==> src/rtl/npsf_pkg.sv <==
package npsf_pkg;
  localparam int NUM_STEPS = 24;
  localparam int HALF_STEPS = 12;
  localparam int IDXW = $clog2(NUM_STEPS);

  typedef enum logic [2:0] {
    TGT_N0   = 3'd0,
    TGT_N2   = 3'd1,
    TGT_N3   = 3'd2,
    TGT_N4   = 3'd3,
    TGT_BASE = 3'd4
  } tgt_e;

  typedef struct packed {
    logic we;
    logic data;
    tgt_e tgt;
  } step_t;

  typedef enum logic [1:0] {
    ST_IDLE  = 2'd0,
    ST_RUN   = 2'd1,
    ST_DRAIN = 2'd2
  } seq_state_e;
endpackage

==> src/rtl/npsf_script.sv <==
module npsf_script
  import npsf_pkg::*;
(
  input  logic [IDXW-1:0] idx,
  output step_t           step
);
  logic            active;
  logic [IDXW-1:0] loc;
  logic [1:0]      nbr;

  always_comb begin
    active = (idx < IDXW'(HALF_STEPS));
    loc    = active ? idx : idx - IDXW'(HALF_STEPS);
    nbr    = loc[1:0];
    step   = '{we: 1'b0, data: 1'b0, tgt: TGT_BASE};
    if (loc < IDXW'(4)) begin
      // neighbour writes: only N2 carries a 1 in the active half
      step.we   = 1'b1;
      step.tgt  = tgt_e'({1'b0, nbr});
      step.data = active && (nbr == 2'd1);
    end else if (loc < IDXW'(8)) begin
      step.we   = 1'b0;
      step.tgt  = tgt_e'({1'b0, nbr});
      step.data = active && (nbr == 2'd1);
    end else begin
      case (loc[1:0])
        2'd0: begin step.we = 1'b1; step.data = active; step.tgt = TGT_BASE; end
        2'd1: begin step.we = 1'b0; step.data = active; step.tgt = TGT_BASE; end
        2'd2: begin
          step.we = 1'b1;
          if (active) begin
            step.data = 1'b0;
            step.tgt  = TGT_N2;
          end else begin
            step.data = 1'b1;
            step.tgt  = TGT_BASE;
          end
        end
        default: begin step.we = 1'b0; step.data = 1'b1; step.tgt = TGT_BASE; end
      endcase
    end
  end
endmodule

==> src/rtl/npsf_addr_map.sv <==
module npsf_addr_map
  import npsf_pkg::*;
#(
  parameter int ROWS = 8,
  parameter int COLS = 8,
  localparam int RW = $clog2(ROWS),
  localparam int CW = $clog2(COLS),
  localparam int AW = $clog2(ROWS * COLS)
) (
  input  logic [1:0]    mode,
  input  logic [RW-1:0] row,
  input  logic [CW-1:0] col,
  input  tgt_e          tgt,
  output logic [AW-1:0] addr
);
  logic [AW-1:0] nbr_addr [4];
  logic [AW-1:0] base_addr;

  assign base_addr = AW'(row) * AW'(COLS) + AW'(col);

  for (genvar k = 0; k < 4; k++) begin : g_nbr
    logic [1:0]    pos;
    logic [RW-1:0] nr;
    logic [CW-1:0] nc;
    always_comb begin
      pos = 2'(k) + mode;
      nr  = row;
      nc  = col;
      case (pos)
        2'd0:    nr = row - RW'(1);
        2'd1:    nc = col + CW'(1);
        2'd2:    nr = row + RW'(1);
        default: nc = col - CW'(1);
      endcase
    end
    assign nbr_addr[k] = AW'(nr) * AW'(COLS) + AW'(nc);
  end

  always_comb begin
    case (tgt)
      TGT_N0:  addr = nbr_addr[0];
      TGT_N2:  addr = nbr_addr[1];
      TGT_N3:  addr = nbr_addr[2];
      TGT_N4:  addr = nbr_addr[3];
      default: addr = base_addr;
    endcase
  end
endmodule

==> src/rtl/npsf_compare.sv <==
module npsf_compare #(
  parameter int AW = 6
) (
  input  logic          clk,
  input  logic          rst,
  input  logic          clear,
  input  logic          issue_rd,
  input  logic [AW-1:0] issue_addr,
  input  logic          issue_exp,
  input  logic          rdata,
  output logic          mismatch,
  output logic          fail,
  output logic [AW-1:0] fail_addr
);
  logic          chk_v;
  logic [AW-1:0] chk_addr;
  logic          chk_exp;

  assign mismatch = chk_v && (rdata != chk_exp) && !fail;

  always_ff @(posedge clk) begin
    if (rst) begin
      chk_v     <= 1'b0;
      chk_addr  <= '0;
      chk_exp   <= 1'b0;
      fail      <= 1'b0;
      fail_addr <= '0;
    end else begin
      chk_v    <= issue_rd;
      chk_addr <= issue_addr;
      chk_exp  <= issue_exp;
      if (clear) begin
        fail <= 1'b0;
      end else if (mismatch) begin
        fail      <= 1'b1;
        fail_addr <= chk_addr;
      end
    end
  end

  p_fail_from_read_r6: assert property (@(posedge clk) disable iff (rst)
    $rose(fail) |-> $past(chk_v));

  p_fail_hold_r10: assert property (@(posedge clk) disable iff (rst)
    (fail && !clear) |=> (fail && $stable(fail_addr)));
endmodule

==> src/rtl/npsf_tester.sv <==
module npsf_tester
  import npsf_pkg::*;
#(
  parameter int ROWS = 8,
  parameter int COLS = 8,
  localparam int RW = $clog2(ROWS),
  localparam int CW = $clog2(COLS),
  localparam int AW = $clog2(ROWS * COLS)
) (
  input  logic          clk,
  input  logic          rst,
  input  logic          start,
  input  logic [1:0]    mode,
  input  logic [RW-1:0] base_row,
  input  logic [CW-1:0] base_col,
  output logic          mem_en,
  output logic          mem_we,
  output logic          mem_wdata,
  output logic [AW-1:0] mem_addr,
  input  logic          mem_rdata,
  output logic          busy,
  output logic          done,
  output logic          fail,
  output logic [AW-1:0] fail_addr,
  output logic          err
);
  localparam logic [IDXW-1:0] LAST_IDX = IDXW'(NUM_STEPS - 1);

  seq_state_e      state;
  logic [IDXW-1:0] idx;
  logic            drain_cnt;
  logic [RW-1:0]   row_q;
  logic [CW-1:0]   col_q;
  logic [1:0]      mode_q;
  logic            exp_q;
  step_t           step;
  logic [AW-1:0]   map_addr;
  logic            mismatch;
  logic            on_edge;
  logic            accept;

  assign on_edge = (base_row == '0) || (base_row >= RW'(ROWS - 1)) ||
                   (base_col == '0) || (base_col >= CW'(COLS - 1));
  assign accept  = (state == ST_IDLE) && start;
  assign busy    = (state != ST_IDLE);

  npsf_script u_script (
    .idx  (idx),
    .step (step)
  );

  npsf_addr_map #(.ROWS(ROWS), .COLS(COLS)) u_map (
    .mode (mode_q),
    .row  (row_q),
    .col  (col_q),
    .tgt  (step.tgt),
    .addr (map_addr)
  );

  npsf_compare #(.AW(AW)) u_cmp (
    .clk        (clk),
    .rst        (rst),
    .clear      (accept),
    .issue_rd   (mem_en && !mem_we),
    .issue_addr (mem_addr),
    .issue_exp  (exp_q),
    .rdata      (mem_rdata),
    .mismatch   (mismatch),
    .fail       (fail),
    .fail_addr  (fail_addr)
  );

  always_ff @(posedge clk) begin
    if (rst) begin
      state     <= ST_IDLE;
      idx       <= '0;
      drain_cnt <= 1'b0;
      row_q     <= '0;
      col_q     <= '0;
      mode_q    <= '0;
      exp_q     <= 1'b0;
      mem_en    <= 1'b0;
      mem_we    <= 1'b0;
      mem_wdata <= 1'b0;
      mem_addr  <= '0;
      done      <= 1'b0;
      err       <= 1'b0;
    end else begin
      case (state)
        ST_IDLE: begin
          mem_en <= 1'b0;
          mem_we <= 1'b0;
          if (start) begin
            done <= 1'b0;
            err  <= on_edge;
            if (!on_edge) begin
              row_q  <= base_row;
              col_q  <= base_col;
              mode_q <= mode;
              idx    <= '0;
              state  <= ST_RUN;
            end
          end
        end
        ST_RUN: begin
          if (mismatch) begin
            mem_en <= 1'b0;
            mem_we <= 1'b0;
            done   <= 1'b1;
            state  <= ST_IDLE;
          end else begin
            mem_en    <= 1'b1;
            mem_we    <= step.we;
            mem_wdata <= step.data;
            mem_addr  <= map_addr;
            exp_q     <= step.data;
            idx       <= idx + IDXW'(1);
            if (idx == LAST_IDX) begin
              drain_cnt <= 1'b0;
              state     <= ST_DRAIN;
            end
          end
        end
        default: begin
          mem_en <= 1'b0;
          mem_we <= 1'b0;
          if (mismatch || drain_cnt) begin
            done  <= 1'b1;
            state <= ST_IDLE;
          end else begin
            drain_cnt <= 1'b1;
          end
        end
      endcase
    end
  end

  p_busy_done_excl_r8: assert property (@(posedge clk) disable iff (rst)
    !(busy && done));

  p_err_quiet_r2: assert property (@(posedge clk) disable iff (rst)
    err |-> (!mem_en && !done));

  p_fail_quiet_r7: assert property (@(posedge clk) disable iff (rst)
    fail |-> !mem_en);

  p_fail_done_r7: assert property (@(posedge clk) disable iff (rst)
    $rose(fail) |-> done);

  p_we_en_r4: assert property (@(posedge clk) disable iff (rst)
    mem_we |-> mem_en);

  p_base_hold_r9: assert property (@(posedge clk) disable iff (rst)
    busy |=> ($stable(row_q) && $stable(col_q) && $stable(mode_q)));
endmodule

==> config.mk <==
export PLATFORM = sky130hd
export DESIGN_NAME = npsf_tester
export DESIGN_NICKNAME = d
export VERILOG_FILES = /design/src/rtl/npsf_pkg.sv /design/src/rtl/npsf_script.sv /design/src/rtl/npsf_addr_map.sv /design/src/rtl/npsf_compare.sv /design/src/rtl/npsf_tester.sv
export SDC_FILE = /design/constraint.sdc
export NUM_CORES = 1
export LEC_CHECK = 0
export ABC_CLOCK_PERIOD_IN_PS = 4600
export CAP_MARGIN = 0
export CORE_MARGIN = 5
export CORE_UTILIZATION = 58
export CTS_CLUSTER_SIZE = 16
export DETAILED_ROUTE_END_ITERATION = 6
export GPL_ROUTABILITY_DRIVEN = 1
export PLACE_DENSITY = 0.84
export SLEW_MARGIN = 25
export SYNTH_ARGS = -nofsm -noshare
export SYNTH_HDL_FRONTEND = slang
export SYNTH_SLANG_ARGS = --single-unit
==> constraint.sdc <==
create_clock -name clk -period 4.6 [get_ports clk]
set_clock_uncertainty 0.2 [all_clocks]
set_input_delay 1.38 -clock clk [delete_from_list [all_inputs] [get_ports clk]]
set_output_delay 1.38 -clock clk [all_outputs]
set_load 0.02 [all_outputs]
==> impl_metrics.env <==
export IMPL_crit_path_max_fanout=9
export IMPL_clk_pin_slew_ns=0.09
export IMPL_worst_path_max_delay_cell="sky130_fd_sc_hd__nor3_2"
export IMPL_power_sequential_fraction_pct=51.0
export IMPL_antenna_violating_nets_post_route=0
export IMPL_floorplan_initialDensity_pct=60.4
export IMPL_globalRouteOverflowTotal=0
export IMPL_critPathCaptureType="flop"
export IMPL_cts_htree_levels=2
export IMPL_ctsHoldBuffers=0
export IMPL_synth_area_per_cell_um2=8.77
export IMPL_synth_yosys_seq_area_share_pct=37.5
export IMPL_global_route_usage_total_pct=17.9
export IMPL_power_net_switching_uw=226
export IMPL_synth_area_leader_cell="sky130_fd_sc_hd__dfxtp_1"
export IMPL_worstPathArrival_ns=3.48
export IMPL_ff2ff_setup_slack_ns=1.89
export IMPL_die_h_um=72.2
export IMPL_hold_path_class="reg -> reg"
export IMPL_dp_cells=322
export IMPL_max_cap_viol_count=0
export IMPL_relative_contribution_of_combinational_cells_to_total_power_pct=19.2
export IMPL_ioPinCount=31
export IMPL_timing_final_crit_share_pct=76.7
export IMPL_yosysWarnings=0
export IMPL_finalWirelength_mm=4.51
export IMPL_synth_area_um2=2240
export IMPL_die_width_um=72.2
export IMPL_syn_nets=277
export IMPL_place_port_buffers=30
export IMPL_synth_ff_latch_count=42
export IMPL_coreArea_um2=3720
export IMPL_grt_start_max_net_pins=24
export IMPL_areaGrowthSynthToFinish_pct=17.8
export IMPL_drc_errors=0
export IMPL_drt_wirelength_per_cell_um=13.7
export IMPL_cts_made_buffers=5
export IMPL_cts_buffer_depth=2
export IMPL_min_period_ns=3.53
export IMPL_fin_setup_tns_ns=0
export IMPL_grt_setup_unrepaired="no"
export IMPL_routabilityCongestion=0.843
export IMPL_fmax_mhz=284
export IMPL_std_cell_rows=22
export IMPL_postSynthCellCount=256
export IMPL_synth_ff_type="sky130_fd_sc_hd__dfxtp_1"
export IMPL_finalNonFillerCells=330
export IMPL_crit_path_start_kind="input pin"
export IMPL_max_slew_worst_pin_slew_ns=0.841
export IMPL_cpLargestDelayFamily="simple AND/OR/NAND/NOR gates"
export IMPL_powerDensity_nw_per_um2=298
export IMPL_drt_initial_drc_count=77
export IMPL_setup_worst_path_start="start"
export IMPL_via_per_inst=5.62
export IMPL_total_chip_power_uw=789
export IMPL_clock_latency_ns=0.29
export IMPL_grt_pass1_vias=1714
export IMPL_netlist_cell_type_count=56
export IMPL_grt_pass1_wl_mm=7.57
export IMPL_first_pass_iteration_count_of_the_detailed_router=6
export IMPL_worstRegToRegCells=6
export IMPL_yosysMostFrequentCell="sky130_fd_sc_hd__dfxtp_1"
export IMPL_worstPathRequired_ns=4.55
export IMPL_cpPeakStageDelay_ns=0.50
export IMPL_clkPwrFrac_pct=29.8
export IMPL_cts_post_setup_buffers_inserted=0
export IMPL_antenna_cells_inserted=0
export IMPL_netlist_area_leader_share_pct=37.5
export IMPL_fin_nets=302
export IMPL_dieArea_um2=5210
export IMPL_critical_path_buf_inv_count=2
export IMPL_grt_antenna_before_repair=0
export IMPL_sw_frac_of_total_pct=28.7
export IMPL_internal_power_uw=562
export IMPL_top_cell_by_count_worst_path="sky130_fd_sc_hd__nor2_1"
export IMPL_hold_viol=0
export IMPL_clock_sinks=42
export IMPL_synth_cells_most_frequent="42 x sky130_fd_sc_hd__dfxtp_1, 36 x sky130_fd_sc_hd__nor2_1, 19 x sky130_fd_sc_hd__mux2i_1"
export IMPL_cts_tree="yes"
export IMPL_critical_path_endpoint="idx[0]"
export IMPL_crit_path_cell_trace="clkdlybuf4s50_1 > nor3b_2 > nand3_1 > nor3_2 > buf_4 > nor2_1 > mux2i_1 > nor2_1"
export IMPL_regToRegStartpoint="idx[0]"
export IMPL_stages_on_the_worst_setup_path=8
export IMPL_vias=1855
export IMPL_worst_ir_drop_on_vdd_mv=0.168
export IMPL_post_route_cells_drive_above_1_share_pct=8.51
export IMPL_worst_setup_path_type="in -> reg"
export IMPL_finalMaxSlewViolations=0
export IMPL_detailedPlacementHpwl_mm=3.34
export IMPL_status="finished, final reports clean"
export IMPL_reg2reg_to="mem_addr[3]"
export IMPL_cts_root_buffer_cell="sky130_fd_sc_hd__clkbuf_8"
export IMPL_leakage_nw=0.954
export IMPL_post_cts_resize_count=0
export IMPL_normalized_max_slew_margin_pct=43.7
export IMPL_post_synth_main_area_contributors="sky130_fd_sc_hd__dfxtp_1 37%, sky130_fd_sc_hd__mux2i_1 8.5%, sky130_fd_sc_hd__nor2_1 6.0%, sky130_fd_sc_hd__ha_1 5.0%, sky130_fd_sc_hd__nor2b_1 3.1%"
export IMPL_post_synth_arst_share_pct=0
export IMPL_final_setup_viols=0
export IMPL_edff_count_synth=0
kinds of logic after synthesis:
| logic type | after synthesis | synth area share, % |
|---|---|---|
| AO/OA/AOI/OAI | 48 | 15.2 |
| XOR/XNOR | 8 | 3.96 |
| adder cells (fa/ha/maj) | 9 | 5.02 |
| buffers and inverters | 25 | 4.68 |
| flip-flops | 42 | 37.5 |
| multiplexers | 22 | 10.1 |
| AND/OR/NAND/NOR | 102 | 23.6 |
final cells by class:
cell class,count,area [um2]
clock inverter,3,18.8
inverter,11,41.3
clock buffer,5,68.8
multi-input combinational,189,1300
sequential,42,841
tap,48,60.1
fill,299,1070
timing repair buffer,32,315
power groups by stage:
stage / Sequential, mW / Clock [mW] / Combinational [mW]
floorplan: 0.411 / 0 / 0.103
global placement: 0.410 / 0 / 0.147
detailed placement: 0.411 / 0 / 0.152
CTS: 0.402 / 0.238 / 0.152
global route: 0.406 / 0.252 / 0.166
finish: 0.402 / 0.235 / 0.151
layer usage:
metal / track usage [%] / part of all wire (%) / vias to the layer above
met5: 0 / 0 / -
met4: 5.22 / 0.80 / 0
met3: 3.88 / 6.8 / 4
met2: 30.7 / 49 / 55
met1: 22.5 / 44 / 849
li1: - / - / 947
worst register-to-register path, stage by stage (launching register included):
cell and delay [ns]:
sky130_fd_sc_hd__dfxtp_1 0.66, sky130_fd_sc_hd__inv_1 0.19, sky130_fd_sc_hd__ha_1 0.31, sky130_fd_sc_hd__a2111oi_0 0.42, sky130_fd_sc_hd__nor2_1 0.21, sky130_fd_sc_hd__or3_1 0.38
sky130_fd_sc_hd__a311oi_1 0.25
placed cells by master (no fill, tap or decap), types with 4 or more instances in the layout:
cell type,instances
sky130_fd_sc_hd__xor2_1,4
sky130_fd_sc_hd__inv_1,11
sky130_fd_sc_hd__ha_1,9
sky130_fd_sc_hd__clkbuf_8,5
sky130_fd_sc_hd__nor3_1,8
sky130_fd_sc_hd__clkdlybuf4s50_1,30
sky130_fd_sc_hd__mux2i_1,19
sky130_fd_sc_hd__nand2_1,12
sky130_fd_sc_hd__nor2_1,36
sky130_fd_sc_hd__nor2b_1,11
sky130_fd_sc_hd__nand3_1,8
sky130_fd_sc_hd__a21oi_1,9
sky130_fd_sc_hd__dfxtp_1,42
sky130_fd_sc_hd__o21ai_0,13
worst min-delay path by stage:
stage | start | endpoint | slack (ns) | cells after the start
after floorplan | u_cmp.chk_addr[0] | u_cmp.fail_addr[0] | 0.24 | 2
after global placement | mem_we | u_cmp.chk_v | 0.20 | 1
after detailed placement | mem_we | u_cmp.chk_v | 0.23 | 1
after CTS | mem_we | u_cmp.chk_v | 0.25 | 1
after global routing | mem_we | u_cmp.chk_v | 0.28 | 1
final | mem_we | u_cmp.chk_v | 0.25 | 1
registers in the layout, summed over array words and instances, names as in the netlist:
name	cells
col_q	3
done	1
drain_cnt	1
err	1
exp_q	1
idx	5
mem_addr	6
mem_en	1
mem_we	1
mode_q	2
row_q	3
state	2
u_cmp.chk_addr	6
u_cmp.chk_exp	1
u_cmp.chk_v	1
u_cmp.fail	1
u_cmp.fail_addr	6
through the flow:
| stage | setup slack, ns | cell area [um2] | hold WS [ns] | util [%] |
|---|---|---|---|---|
| 2_1_floorplan | 1.60 | 2240 | 0.240 | - |
| 3_3_place_gp | 0.877 | 2560 | 0.203 | 68.8 |
| 3_5_place_dp | 0.793 | 2560 | 0.234 | 68.8 |
| 4_1_cts | 1.08 | 2640 | 0.245 | 71.1 |
| 5_1_grt | 0.884 | 2640 | 0.279 | 71.1 |
| 6_report | 1.07 | 2640 | 0.246 | 71.1 |
Note: power is estimated with default switching activity, not from simulation.
